===== config.mk =====
export PLATFORM = sky130hd
export DESIGN_NAME = pgw_walker
export DESIGN_NICKNAME = d
export VERILOG_FILES = /design/src/rtl/pgw_pkg.sv /design/src/rtl/pgw_addr_gen.sv /design/src/rtl/pgw_entry_eval.sv /design/src/rtl/pgw_walker.sv
export SDC_FILE = /design/constraint.sdc
export NUM_CORES = 1
export LEC_CHECK = 0
export BUFFER_PORTS_ARGS = -buffer_cell sky130_fd_sc_hd__buf_4
export CELL_PAD_IN_SITES_DETAIL_PLACEMENT = 0
export CELL_PAD_IN_SITES_GLOBAL_PLACEMENT = 1
export CORE_MARGIN = 5
export CORE_UTILIZATION = 35
export CTS_BUF_LIST = sky130_fd_sc_hd__clkbuf_16
export DETAILED_ROUTE_END_ITERATION = 12
export GPL_TIMING_DRIVEN = 0
export PLACE_DENSITY = 0.79
export SKIP_LAST_GASP = 1
export SYNTH_ARGS = -nofsm -noshare
export SYNTH_HDL_FRONTEND = slang
export SYNTH_SLANG_ARGS = --single-unit

===== constraint.sdc =====
create_clock -name clk -period 7.13 [get_ports clk]
set_input_delay 0 -clock clk [delete_from_list [all_inputs] [get_ports clk]]
set_output_delay 0 -clock clk [all_outputs]
set_load 0.05 [all_outputs]

===== src/rtl/pgw_pkg.sv =====
package pgw_pkg;

    localparam int VA_W       = 48;
    localparam int FULL_VA_W  = 64;
    localparam int PA_W       = 52;
    localparam int ENTRY_W    = 64;
    localparam int PG_SHIFT   = 12;
    localparam int IDX_W      = 9;
    localparam int LEVELS     = 4;
    localparam int ENTRY_BYTES_LOG2 = 3;
    localparam int FRAME_W    = PA_W - PG_SHIFT;
    localparam int LVL_W      = 3;
    localparam int LVL_SEL_W  = $clog2(LEVELS);

    localparam int BIT_PRESENT = 0;
    localparam int BIT_WRITE   = 1;
    localparam int BIT_USER    = 2;
    localparam int BIT_LARGE   = 7;
    localparam int BIT_NOEXEC  = 63;

    localparam int LARGE_LVL_LO = 2;
    localparam int LARGE_LVL_HI = 3;

    typedef logic [LVL_W-1:0] lvl_t;

    typedef enum logic [2:0] {
        FLT_NONE  = 3'd0,
        FLT_CANON = 3'd1,
        FLT_NP    = 3'd2,
        FLT_WR    = 3'd3,
        FLT_USER  = 3'd4,
        FLT_EXEC  = 3'd5
    } fault_e;

    typedef struct packed {
        logic write;
        logic user;
        logic fetch;
    } access_t;

    function automatic logic is_canonical(input logic [FULL_VA_W-1:0] va);
        return (&va[FULL_VA_W-1:VA_W-1]) || ~(|va[FULL_VA_W-1:VA_W-1]);
    endfunction

    function automatic logic [PA_W-1:0] leaf_paddr(input logic [ENTRY_W-1:0] e,
                                                   input logic [VA_W-1:0] va,
                                                   input lvl_t lvl);
        logic [PA_W-1:0] keep;
        int              sh;
        sh   = PG_SHIFT + IDX_W * (int'(lvl) - 1);
        keep = (PA_W'(1) << sh) - PA_W'(1);
        return ({e[PA_W-1:PG_SHIFT], {PG_SHIFT{1'b0}}} & ~keep) | (PA_W'(va) & keep);
    endfunction

endpackage


===== src/rtl/pgw_addr_gen.sv =====
module pgw_addr_gen
    import pgw_pkg::*;
(
    input  logic [FRAME_W-1:0] frame,
    input  logic [VA_W-1:0]    vaddr,
    input  lvl_t               level,
    output logic [PA_W-1:0]    entry_addr
);

    logic [IDX_W-1:0]     idx_by_lvl [LEVELS];
    logic [LVL_SEL_W-1:0] sel;
    logic [IDX_W-1:0]     idx;

    for (genvar g = 0; g < LEVELS; g++) begin : g_slice
        assign idx_by_lvl[g] = vaddr[PG_SHIFT + IDX_W*g +: IDX_W];
    end

    assign sel        = LVL_SEL_W'(level - lvl_t'(1));
    assign idx        = idx_by_lvl[sel];
    assign entry_addr = {frame, idx, {ENTRY_BYTES_LOG2{1'b0}}};

endmodule


===== src/rtl/pgw_entry_eval.sv =====
module pgw_entry_eval
    import pgw_pkg::*;
(
    input  logic [ENTRY_W-1:0] entry,
    input  lvl_t               level,
    input  access_t            acc,
    output fault_e             fault,
    output logic               leaf
);

    logic large_ok;

    assign large_ok = (level >= lvl_t'(LARGE_LVL_LO)) && (level <= lvl_t'(LARGE_LVL_HI));
    assign leaf     = (level == lvl_t'(1)) || (large_ok && entry[BIT_LARGE]);

    always_comb begin
        if (!entry[BIT_PRESENT]) begin
            fault = FLT_NP;
        end else if (acc.write && !entry[BIT_WRITE]) begin
            fault = FLT_WR;
        end else if (acc.user && !entry[BIT_USER]) begin
            fault = FLT_USER;
        end else if (leaf && acc.fetch && entry[BIT_NOEXEC]) begin
            fault = FLT_EXEC;
        end else begin
            fault = FLT_NONE;
        end
    end

endmodule


===== src/rtl/pgw_walker.sv =====
module pgw_walker
    import pgw_pkg::*;
(
    input  logic                 clk,
    input  logic                 rst,
    input  logic                 req_valid,
    output logic                 req_ready,
    input  logic [FULL_VA_W-1:0] req_vaddr,
    input  logic [PA_W-1:0]      req_root,
    input  logic                 req_write,
    input  logic                 req_user,
    input  logic                 req_fetch,
    output logic                 mem_req_valid,
    input  logic                 mem_req_ready,
    output logic [PA_W-1:0]      mem_req_addr,
    input  logic                 mem_rsp_valid,
    input  logic [ENTRY_W-1:0]   mem_rsp_data,
    output logic                 done,
    output logic [PA_W-1:0]      res_paddr,
    output logic                 res_fault,
    output logic [2:0]           res_fault_code,
    output logic [LVL_W-1:0]     res_fault_level
);

    typedef enum logic [1:0] {S_IDLE, S_ISSUE, S_WAIT, S_DONE} state_e;

    state_e             st;
    logic [VA_W-1:0]    va_q;
    access_t            acc_q;
    lvl_t               lvl_q;
    logic [FRAME_W-1:0] frame_q;
    logic [PA_W-1:0]    pa_q;
    fault_e             code_q;
    lvl_t               rlvl_q;

    fault_e             ev_fault;
    logic               ev_leaf;
    logic               req_canon;

    assign req_canon = is_canonical(req_vaddr);

    pgw_addr_gen u_addr (
        .frame      (frame_q),
        .vaddr      (va_q),
        .level      (lvl_q),
        .entry_addr (mem_req_addr)
    );

    pgw_entry_eval u_eval (
        .entry (mem_rsp_data),
        .level (lvl_q),
        .acc   (acc_q),
        .fault (ev_fault),
        .leaf  (ev_leaf)
    );

    always_ff @(posedge clk) begin
        if (rst) begin
            st      <= S_IDLE;
            va_q    <= '0;
            acc_q   <= '0;
            lvl_q   <= '0;
            frame_q <= '0;
            pa_q    <= '0;
            code_q  <= FLT_NONE;
            rlvl_q  <= '0;
        end else begin
            unique case (st)
                S_IDLE: begin
                    if (req_valid) begin
                        va_q    <= req_vaddr[VA_W-1:0];
                        acc_q   <= '{write: req_write, user: req_user, fetch: req_fetch};
                        lvl_q   <= lvl_t'(LEVELS);
                        frame_q <= req_root[PA_W-1:PG_SHIFT];
                        if (!req_canon) begin
                            code_q <= FLT_CANON;
                            rlvl_q <= '0;
                            pa_q   <= '0;
                            st     <= S_DONE;
                        end else begin
                            st <= S_ISSUE;
                        end
                    end
                end
                S_ISSUE: begin
                    if (mem_req_ready) st <= S_WAIT;
                end
                S_WAIT: begin
                    if (mem_rsp_valid) begin
                        if (ev_fault != FLT_NONE) begin
                            code_q <= ev_fault;
                            rlvl_q <= lvl_q;
                            pa_q   <= '0;
                            st     <= S_DONE;
                        end else if (ev_leaf) begin
                            code_q <= FLT_NONE;
                            rlvl_q <= lvl_q;
                            pa_q   <= leaf_paddr(mem_rsp_data, va_q, lvl_q);
                            st     <= S_DONE;
                        end else begin
                            frame_q <= mem_rsp_data[PA_W-1:PG_SHIFT];
                            lvl_q   <= lvl_q - lvl_t'(1);
                            st      <= S_ISSUE;
                        end
                    end
                end
                S_DONE: st <= S_IDLE;
                default: st <= S_IDLE;
            endcase
        end
    end

    assign req_ready       = (st == S_IDLE);
    assign mem_req_valid   = (st == S_ISSUE);
    assign done            = (st == S_DONE);
    assign res_paddr       = pa_q;
    assign res_fault_code  = code_q;
    assign res_fault       = (code_q != FLT_NONE);
    assign res_fault_level = rlvl_q;


    done_pulse_chk: assert property (@(posedge clk) disable iff (rst)
        done |=> !done);


    busy_no_accept_chk: assert property (@(posedge clk) disable iff (rst)
        mem_req_valid |-> !req_ready);


    canon_fault_chk: assert property (@(posedge clk) disable iff (rst)
        (req_valid && req_ready && !req_canon) |=>
            (done && res_fault_code == 3'(FLT_CANON) && res_fault_level == '0));


    mem_hold_chk: assert property (@(posedge clk) disable iff (rst)
        (mem_req_valid && !mem_req_ready) |=> (mem_req_valid && $stable(mem_req_addr)));


    last_level_ends_chk: assert property (@(posedge clk) disable iff (rst)
        (st == S_WAIT && mem_rsp_valid && lvl_q == lvl_t'(1)) |=> done);


    success_level_chk: assert property (@(posedge clk) disable iff (rst)
        (done && !res_fault) |-> (res_fault_level != '0));

endmodule


* Word level (Yosys, flattened, before mapping)
Index checks and enable logic that the tools add are counted.
Storage, ports and cells: register bits after elaboration 154, output and inout bits 114, word-level logic and storage cells 98, input port bits 188
Cells by class: reductions and logical operators 20, multiply operators 1, $lt $le $gt $ge 3, $add $sub $neg 4, shifts and indexed selects 1, bitwise operators 6, equal/unequal tests 11, multiplexer cells 42
Operators by type and width (number):
- 52-bit two-way mux | 5
- 40-bit two-way mux | 4
- 52-bit case mux with 2 select lines | 1
- 40-bit case mux with 2 select lines | 1
- 3-bit two-way mux | 18
- 48-bit by 52-bit bitwise AND with 52-bit output | 1
- 52-bit bitwise AND | 1
- 52-bit NOT | 1
- 52-bit OR | 1
- 1-bit by 32-bit << shifter with 52-bit output, first input constant | 1
- 52-bit by 2-bit subtractor with 52-bit output, second input constant | 1
- 9-bit binary-select mux with 2-bit select | 1
- 9-bit two-way mux | 2
- 3-bit case mux with 2 select lines | 3
- 17-bit AND reduction | 1
- 17-bit OR reduction | 1
- 2-bit two-way mux | 6
- 5-bit by 9-bit adder with 10-bit output, first input constant | 1
- 2-bit inequality test, second input constant | 5
- 5-bit AND reduction | 2
- 5-bit by 4-bit multiplier with 9-bit output, first input constant | 1
- 2-bit case mux with 4 select lines | 1
- 1-bit logical AND | 6
- 3-bit nonzero test | 2
- 18 further kinds | 21

* Logic depth before layout (Yosys ltp)
Gate-level depths: netlist (run 1).
depth in word-level cells 14, depth in mapped cells 24, gate-level depth less buffers 19

* Cells and area by module
A second synthesis (run 1) with hierarchy kept.
Second synthesis, totals: cells, all modules 991, area, all modules 8169.1 um^2
Modules (own cells, without submodules):
- pgw_walker | cells an instance 925, area an instance 7563.5 um^2, seq. area each 3083.0 um^2, times used 1
- pgw_addr_gen | cells an instance 55, area an instance 545.5 um^2, seq. area each 0.0 um^2, times used 1
- pgw_entry_eval | cells an instance 11, area an instance 60.1 um^2, seq. area each 0.0 um^2, times used 1

* Worst setup path before layout (run 1)
No wires, ideal clock.
kind register -> register, start reg lvl_q[1], end reg pa_q[36], in the netlist res_paddr[36], data arrival time 5.188 ns, required time 7.002 ns, library setup time 0.128 ns, cell stages (with the launch flop) 24, setup slack 1.814 ns, path buffers 4, period minus slack after synthesis 5.316 ns, cells stage by stage dfxtp_1 -> buf_4 -> inv_1 -> ha_1 -> buf_2 -> clkinv_1 -> ha_1 -> inv_1 -> fa_1 -> inv_1 -> ha_1 -> ha_1 -> nor2_1 -> nand2_1 -> nor3_1 -> buf_2 -> nand4_1 -> ha_1 -> clkbuf_1 -> o211ai_1 -> a2bb2oi_2 -> mux2_2 -> a22oi_1 -> nor2_1
On the way: word-level cells in the longest chain between the ends 14, elaborated cells on any way between the ends 28, those cells by class 3 x add/sub; 1 x mul; 2 x order compare; 2 x eq/ne; 1 x shift; 8 x mux; 4 x bitwise; 7 x reduce/logical
Ends and longest elaborated chain:
- start, declared | line pgw_walker.sv:30 | lvl_t lvl_q;
- start signal, assigned | line pgw_walker.sv:73 | lvl_q <= lvl_t'(LEVELS);
- start signal, assigned | line pgw_walker.sv:102 | lvl_q <= lvl_q - lvl_t'(1);
- branches (longest 14 deep; another with 52-bit by 2-bit subtractor with 52-bit output)
- end signal, assigned | line pgw_walker.sv:98 | pa_q <= leaf_paddr(mem_rsp_data, va_q, lvl_q);
- end, declared | line pgw_walker.sv:32 | logic [PA_W-1:0] pa_q;
Several ways; the timed one is not identified. The select of a mux whose other input is x is not followed. A chain may end at the register's enable or synchronous reset.

* Final worst setup path (run 1)
Ends and elaborated chain as after synthesis.

==> results.md, run 1 <==
* Result of the run: complete, no violations
* WP data arrival at 6.96 ns
* Register clock-pin slew on the reported worst setup and hold paths at 0.07 ns
* Buffers & Inverters on Critical Path at 8
* Chip Height at 160 um
* Final #Nets at 1589
* Start-to-end type of the worst setup path: flop to flop
* GP Congestion at 0.971
* Count of clock tree sinks at 154
* Number of flip-flops and latches in the synthesized netlist at 154
* Reg2reg start: lvl_q[1]
* Setup-failing EPs final at 0
* Synth top area cells: dfxtp_1 39%, nand2_1 8.9%, mux2i_1 8.3%
* Count of cell instances traversed by the critical path at 23
* Synth Cell Area at 7930 um2
* Crit path capture: res_paddr[36]
* Total via count in the routed design at 8860
* Maximum cell stage delay along the critical path at 0.46 ns
* Leading register cell type out of synthesis: dfxtp_1
* Router iterations before antenna repair at 5
* Post-detailed-route wirelength per cell at 19.9 um
* Top-count cell post-synth: nand2_1
* Avg Vias per Cell at 5.26
* Wire length of the first global-routing pass at 50900 um
* Post-layout util at 54.4%
* Transition time of the tightest slew-check pin at 1.10 ns
* Final cell count without fillers at 1685
* H-Tree Level Count at 4
* Met1 demand-to-capacity share in global routing at 33.2%
* CP Capture Type: flop
* Pwr/cell area at 250 nW/um2
* Antenna viol nets, final at 0
* Critical path startpoint category: flop
* Met2 demand-to-capacity share in global routing at 40.7%
* Peak ir drop on the vdd network at 0.000153 V
* Max Transition Viols Final at 0
* Clock period minus final worst setup slack at 6.66 ns
* Clock insertion delay at the later pin of the skew report at 0.43 ns
* Aggregate global routing overflow at 0
* Final worst path period share at 93.4%
* Async set-or-reset flop fraction in the synthesized netlist at 0%
* Max_cap viols at 0
* Pin count of the biggest net entering global routing at 17
* Slack of the critical path at 0.472 ns
* Final total power at 3.06 mW
* GRT met3 Usage at 6.00%
* Final wirelength at 33600 um
* Site row count at 55
* Initial core utilization at 35.2%
* Die W at 160 um
* Instance count of the mapped netlist at 962
* Critical path startpoint: lvl_q[1]
* Cell mode on critical path: ha_1
* Number of DRC markers after the initial detailed-route iteration at 644
* # DRC at 0
* Port-buffer cells at 267
* Hold Fails Final Rpt at 0
* Static power due to leakage at 5.08 nW
* Number of top-level pins at 302
* Worst slew margin relative to its limit at 26.1%
* Setup tns final at 0 ns
* Core region area at 22500 um2
* Cell type with the largest total area after synthesis: dfxtp_1
* Unrepaired setup endpoints after global routing: no
* Number of buffers added by the clock tree synthesis step at 17
* Instance count after placement with tap cells included at 1516
* All-Layer GR Usage at 25.1%
* Half-perimeter wire length of the detailed placement result at 24900 um
* Sequential cell area fraction in the yosys report at 38.9%
* Via count of the first global-routing pass at 8704
* Max clock buf depth at 2
* Initial antenna violation count at 0
* Register-to-Register Path Depth at 23
* Count of warnings emitted by yosys at 0
* Worst-case setup slack after placement at 0.395 ns
* Crit path max-delay family: adder cells
* Leading post-synthesis cells by instance count: 188 x nand2_1, 154 x dfxtp_1, 86 x nor2_1
* Number of enable-type register cells in the synthesized netlist at 0
* TritonCTS clock tree: built
* R2R Setup Slk at 0.47 ns
* Synth cell types at 79
* Reg2Reg Capture Point: res_paddr[36]
* Post-synthesis average cell area at 8.24 um2
* Yosys top cell area share at 38.9%
* Area growth, synth to finish at 54.4%
* Critical path cell sequence: buf_4 > inv_1 > ha_1 > buf_2 > clkinv_1 > ha_1 > inv_1 > fa_1 > inv_1 > ha_1 > ha_1 > nor2_1 > nand2_1 > nor3_2 > buf_2 > nand4_1 > ha_1 > clkbuf_1 > o211ai_1 > a2bb2oi_2 > mux2_2 > a22oi_1 > nor2_1
* Die ar. at 25800 um2
* Crit-path slowest cell: nor3_2
* Proportion of layout cells with a drive suffix above 1 at 25.5%
* Post-CTS repair timing setup buffer count at 0
* Worst-path fanout max at 10
* Maximum operating frequency at 150 MHz
* Clock Root Buffer: clkbuf_16
* Data required time of the worst path at 7.43 ns
* Clock Skew at 0.0127 ns
* Hold crit path type: input port to flop
* Most heavily used metal layer in global routing: met2
[cells by family (layout without fill, tap and decap cells)]
| kind of cell | count (synthesis) | count (layout) | synth area share [%] |
|---|---|---|---|
| AOI/OAI and AO/OA | 249 | 249 | 20.9 |
| xor gates and xnor gates | 5 | 5 | 0.553 |
| adders and majority gates | 15 | 15 | 2.56 |
| buffers and inverters | 88 | 523 | 4.86 |
| DFF | 154 | 154 | 38.9 |
| muxes | 76 | 76 | 11.0 |
| other | 1 | 4 | 0.0473 |
| and+or+nand+nor | 374 | 374 | 21.2 |
[worst min-delay path by stage]
stage	endpoint	startpoint	depth (start not counted)	slack (ns)
floorplan	acc_q[0]	req_fetch	2	0.14
global placement	acc_q[1]	req_user	3	0.25
detailed placement	acc_q[2]	req_write	3	0.26
CTS	frame_q[9]	req_root[21]	3	0.004
global route	frame_q[9]	req_root[21]	3	0.04
finish	frame_q[9]	req_root[21]	3	0.02
[placed cells by master, fill, tap and decap left out, types with 9 or more instances in the layout]
cell type,instances
a211oi_1,46
a21oi_1,78
a32oi_1,9
buf_2,23
buf_4,272
clkbuf_1,40
clkbuf_16,17
dfxtp_1,154
dlygate4sd3_1,136
ha_1,13
inv_1,10
mux2i_1,66
mux4_2,9
nand2_1,188
nand2b_1,9
nand3_1,23
nand4_1,10
nor2_1,86
nor2b_1,11
o21ai_0,40
[sequential cells by signal, summed over array words and instances, names as in the netlist]
| name | flops |
|---|---|
| st | 2 |
| lvl_q | 3 |
| res_fault_code | 3 |
| va_q | 48 |
| frame_q | 40 |
| acc_q | 3 |
| res_paddr | 52 |
| res_fault_level | 3 |
[worst register-to-register path, cell delays in order (launching register included)]
cell and delay [ns]:
dfxtp_1 0.42, buf_4 0.22, inv_1 0.11, ha_1 0.28, buf_2 0.21, clkinv_1 0.35, ha_1 0.42, inv_1 0.05
fa_1 0.41, inv_1 0.07, ha_1 0.19, ha_1 0.29, nor2_1 0.36, nand2_1 0.34, nor3_2 0.46, buf_2 0.34
nand4_1 0.18, ha_1 0.27, clkbuf_1 0.30, o211ai_1 0.28, a2bb2oi_2 0.35, mux2_2 0.43, a22oi_1 0.16, nor2_1 0.05
[metal layers]
metal  up-vias  part of all wire (%)
met5         -                     0
li1       4284                     -
met3        58                   7.5
met1      4149                    43
met2       369                    47
met4         0                   2.5
[stage by stage]
stage	area, um2	hold slack (ns)
2_1_floorplan	7930	0.136
3_3_place_gp	10300	0.249
3_5_place_dp	10300	0.255
4_1_cts	12200	0.00373
5_1_grt	12200	0.0412
6_report	12200	0.0233
[what timing repair did]
item,4_1_cts,5_1_grt
endpoints found under the hold margin,134,0
hold buffers,136,0
gates resized for setup,0,1
setup endpoints to repair,0,2
[power by group]
group	internal, mW	switching (mW)
clock	0.516	0.389
sequential	0.925	0.0469
combinational	0.440	0.744
total	1.88	1.18
[cell type report]
cell class | instances | area, um2
inverter | 11 | 41.3
tap | 285 | 357
multi-input combinational | 722 | 4470
buffer | 77 | 344
antenna | 1 | 2.50
fill | 2103 | 10300
clock buffer | 17 | 425
sequential | 154 | 3080
timing repair buffer | 403 | 3370
clock inverter | 15 | 149
No activity file was read; power rests on OpenSTA's default activity.
==> run 2: changes to the inputs <==
--- a/config.mk
+++ b/config.mk
@@ -6,14 +6,13 @@
 export NUM_CORES = 1
 export LEC_CHECK = 0
 export BUFFER_PORTS_ARGS = -buffer_cell sky130_fd_sc_hd__buf_4
-export CELL_PAD_IN_SITES_DETAIL_PLACEMENT = 0
-export CELL_PAD_IN_SITES_GLOBAL_PLACEMENT = 1
 export CORE_MARGIN = 5
-export CORE_UTILIZATION = 35
+export CORE_UTILIZATION = 45
 export CTS_BUF_LIST = sky130_fd_sc_hd__clkbuf_16
 export DETAILED_ROUTE_END_ITERATION = 12
 export GPL_TIMING_DRIVEN = 0
-export PLACE_DENSITY = 0.79
+export PLACE_DENSITY = 0.73
+export SETUP_SLACK_MARGIN = 0.4
 export SKIP_LAST_GASP = 1
 export SYNTH_ARGS = -nofsm -noshare
 export SYNTH_HDL_FRONTEND = slang
==> run 2 against run 1 <==
Critical path type unchanged. Non-clock buffer count rose by 1. Sequential share of layout area rose by 0.13 points. Final cell count fell by 3.4%. Highest routed layer unchanged. Count of clock-buffer cells in the layout did not move. Worst hold slack got worse by 0.0033 ns.
==> results.md, run 2 (synthesis gave the netlist of run 1 again) <==
* Final cell count without fillers at 1627
* Initial core utilization at 45.8%
* Data required time of the worst path at 7.45 ns
* All-Layer GR Usage at 31.6%
* Setup tns final at 0 ns
* Min-Delay Path Depth at 5
* Hold crit path type: input port to flop
* Number of top-level pins at 302
* Register-to-Register Path Depth at 21
* Unrepaired setup endpoints after global routing: no
* Max_cap viols at 0
* Start-to-end type of the worst setup path: flop to flop
* Setup-failing EPs final at 0
* Buffers & Inverters on Critical Path at 6
* Top library cells by usage in the layout, fill and taps aside: 272 x buf_4, 187 x nand2_1, 154 x dfxtp_1
* Register clock-pin slew on the reported worst setup and hold paths at 0.06 ns
* Area growth, synth to finish at 53.6%
* Pwr/cell area at 251 nW/um2
* Slack of the critical path at 0.762 ns
* Met1 demand-to-capacity share in global routing at 39.8%
* Core region area at 17300 um2
* Wire length of the first global-routing pass at 50100 um
* Avg Vias per Cell at 5.73
* Hold endpoint: res_fault_code[2]
* Worst-case setup slack after placement at 0.422 ns
* Initial antenna violation count at 1
* Router iterations before antenna repair at 6
* Worst-path fanout max at 10
* Clock insertion delay at the later pin of the skew report at 0.44 ns
* GRT met3 Usage at 6.56%
* Area of the multi-input gates at 4480 um2
* Largest register FFs at 52
* Number of DRC markers after the initial detailed-route iteration at 801
* Port-buffer cells at 267
* Clock Root Buffer: clkbuf_16
* Most heavily used metal layer in global routing: met2
* Reg2Reg Capture Point: res_paddr[44]
* Instance count after placement with tap cells included at 1456
* # DRC at 0
* Critical path cell sequence: buf_4 > inv_1 > ha_1 > buf_2 > clkinv_1 > ha_1 > fa_1 > ha_1 > ha_1 > and4bb_2 > a211oi_1 > nor3_4 > buf_2 > nand4_1 > ha_1 > clkbuf_1 > o211ai_1 > o2bb2ai_2 > o21ai_0 > and4_1 > a211o_1
* Crit path max-delay family: adder cells
* Max Transition Viols Final at 0
* Static power due to leakage at 5.08 nW
* H-Tree Level Count at 4
* Clock Skew at 0.00932 ns
* GP Congestion at 0.988
* Clock period minus final worst setup slack at 6.37 ns
* Worst slew margin relative to its limit at 20.6%
* Result of the run: complete, no violations
* CP Capture Type: flop
* WP data arrival at 6.69 ns
* Cell mode on critical path: ha_1
* Total via count in the routed design at 9326
* Aggregate global routing overflow at 0
* Antenna viol nets, final at 0
* Die W at 143 um
* Transition time of the tightest slew-check pin at 1.18 ns
* Crit-path slowest cell: a211oi_1
* Count of clock tree sinks at 154
* Reg2reg start: lvl_q[1]
* R2R Setup Slk at 0.76 ns
* Area used by sequential logic in the layout at 3080 um2
* FILL cells at 1328
* Peak ir drop on the vdd network at 0.000187 V
* Hold Fails Final Rpt at 0
* Die ar. at 20400 um2
* Hold path startpoint: mem_rsp_data[2]
* Final worst path period share at 89.3%
* Half-perimeter wire length of the detailed placement result at 23600 um
* Maximum operating frequency at 157 MHz
* Max clock buf depth at 2
* Post-CTS repair timing setup buffer count at 0
* Number of buffers added by the clock tree synthesis step at 17
* Pin count of the biggest net entering global routing at 17
* Proportion of layout cells with a drive suffix above 1 at 25.8%
* Final #Nets at 1590
* Via count of the first global-routing pass at 9011
* Site row count at 48
* Post-detailed-route wirelength per cell at 20.7 um
* Maximum cell stage delay along the critical path at 0.66 ns
* Chip Height at 143 um
* Critical path startpoint category: flop
* TritonCTS clock tree: built
* Commonest non-fill, non-tap cell in the layout: buf_4
* Met2 demand-to-capacity share in global routing at 51.3%
* Final wirelength at 33700 um
[run 2: per-layer routing]
layer,share of wire (%),vias to the layer above,wire (um)
met2,46,572,15600
met3,9.9,139,3340
met5,0,-,0
li1,-,4294,-
met4,5.1,0,1720
met1,39,4321,13100
[run 2: per-stage QoR]
step	total power [mW]	hold WS (ns)	utilization (%)	area [um2]
finish	3.06	0.0200	70.4	12200
global route	3.17	0.0440	70.4	12200
CTS	3.02	0.00424	70.3	12200
detailed placement	2.08	0.254	59.1	10200
global placement	2.07	0.249	59.1	10200
floorplan	1.72	0.136	-	7930
[run 2: power by group]
group	switching [mW]	leakage [nW]	internal, mW
Clock	0.397	0.278	0.486
Combinational	0.762	3.54	0.443
Sequential	0.0481	1.26	0.925
[run 2: area by class of cell]
class / instances / area share (%)
Clock buffer: 17 / 3.49
Multi-Input combinational cell: 722 / 36.8
Clock inverter: 15 / 1.13
Antenna cell: 2 / 0.0411
Sequential cell: 154 / 25.3
Inverter: 11 / 0.339
Buffer: 77 / 2.83
Tap cell: 225 / 2.31
Timing Repair Buffer: 404 / 27.7
[run 2: how the worst max path moves through the flow]
| stage | from | to | slack, ns | cells past startpoint |
|---|---|---|---|---|
| 6_report | lvl_q[1] | res_paddr[44] | 0.76 | 21 |
| 5_1_grt | lvl_q[1] | res_paddr[44] | 0.47 | 23 |
| 4_1_cts | lvl_q[1] | res_paddr[44] | 0.57 | 23 |
| 3_5_place_dp | lvl_q[1] | res_paddr[36] | 0.42 | 23 |
| 3_3_place_gp | lvl_q[1] | res_paddr[36] | 0.40 | 23 |
| 2_1_floorplan | lvl_q[1] | res_paddr[36] | 1.81 | 23 |
[run 2: worst register-to-register path, stage by stage, from the launching register on]
cell	delay (ns)
dfxtp_1	0.42
buf_4	0.21
inv_1	0.11
ha_1	0.28
buf_2	0.20
clkinv_1	0.34
ha_1	0.37
fa_1	0.44
ha_1	0.24
ha_1	0.24
and4bb_2	0.23
a211oi_1	0.66
nor3_4	0.14
buf_2	0.24
nand4_1	0.17
ha_1	0.17
clkbuf_1	0.48
o211ai_1	0.31
o2bb2ai_2	0.36
o21ai_0	0.19
and4_1	0.23
a211o_1	0.21
[run 2: timing repair]
item,4_1_cts,5_1_grt
endpoints found under the setup margin,2,9
hold endpoints to repair,135,0
hold buffers,137,0
resized for setup,1,3
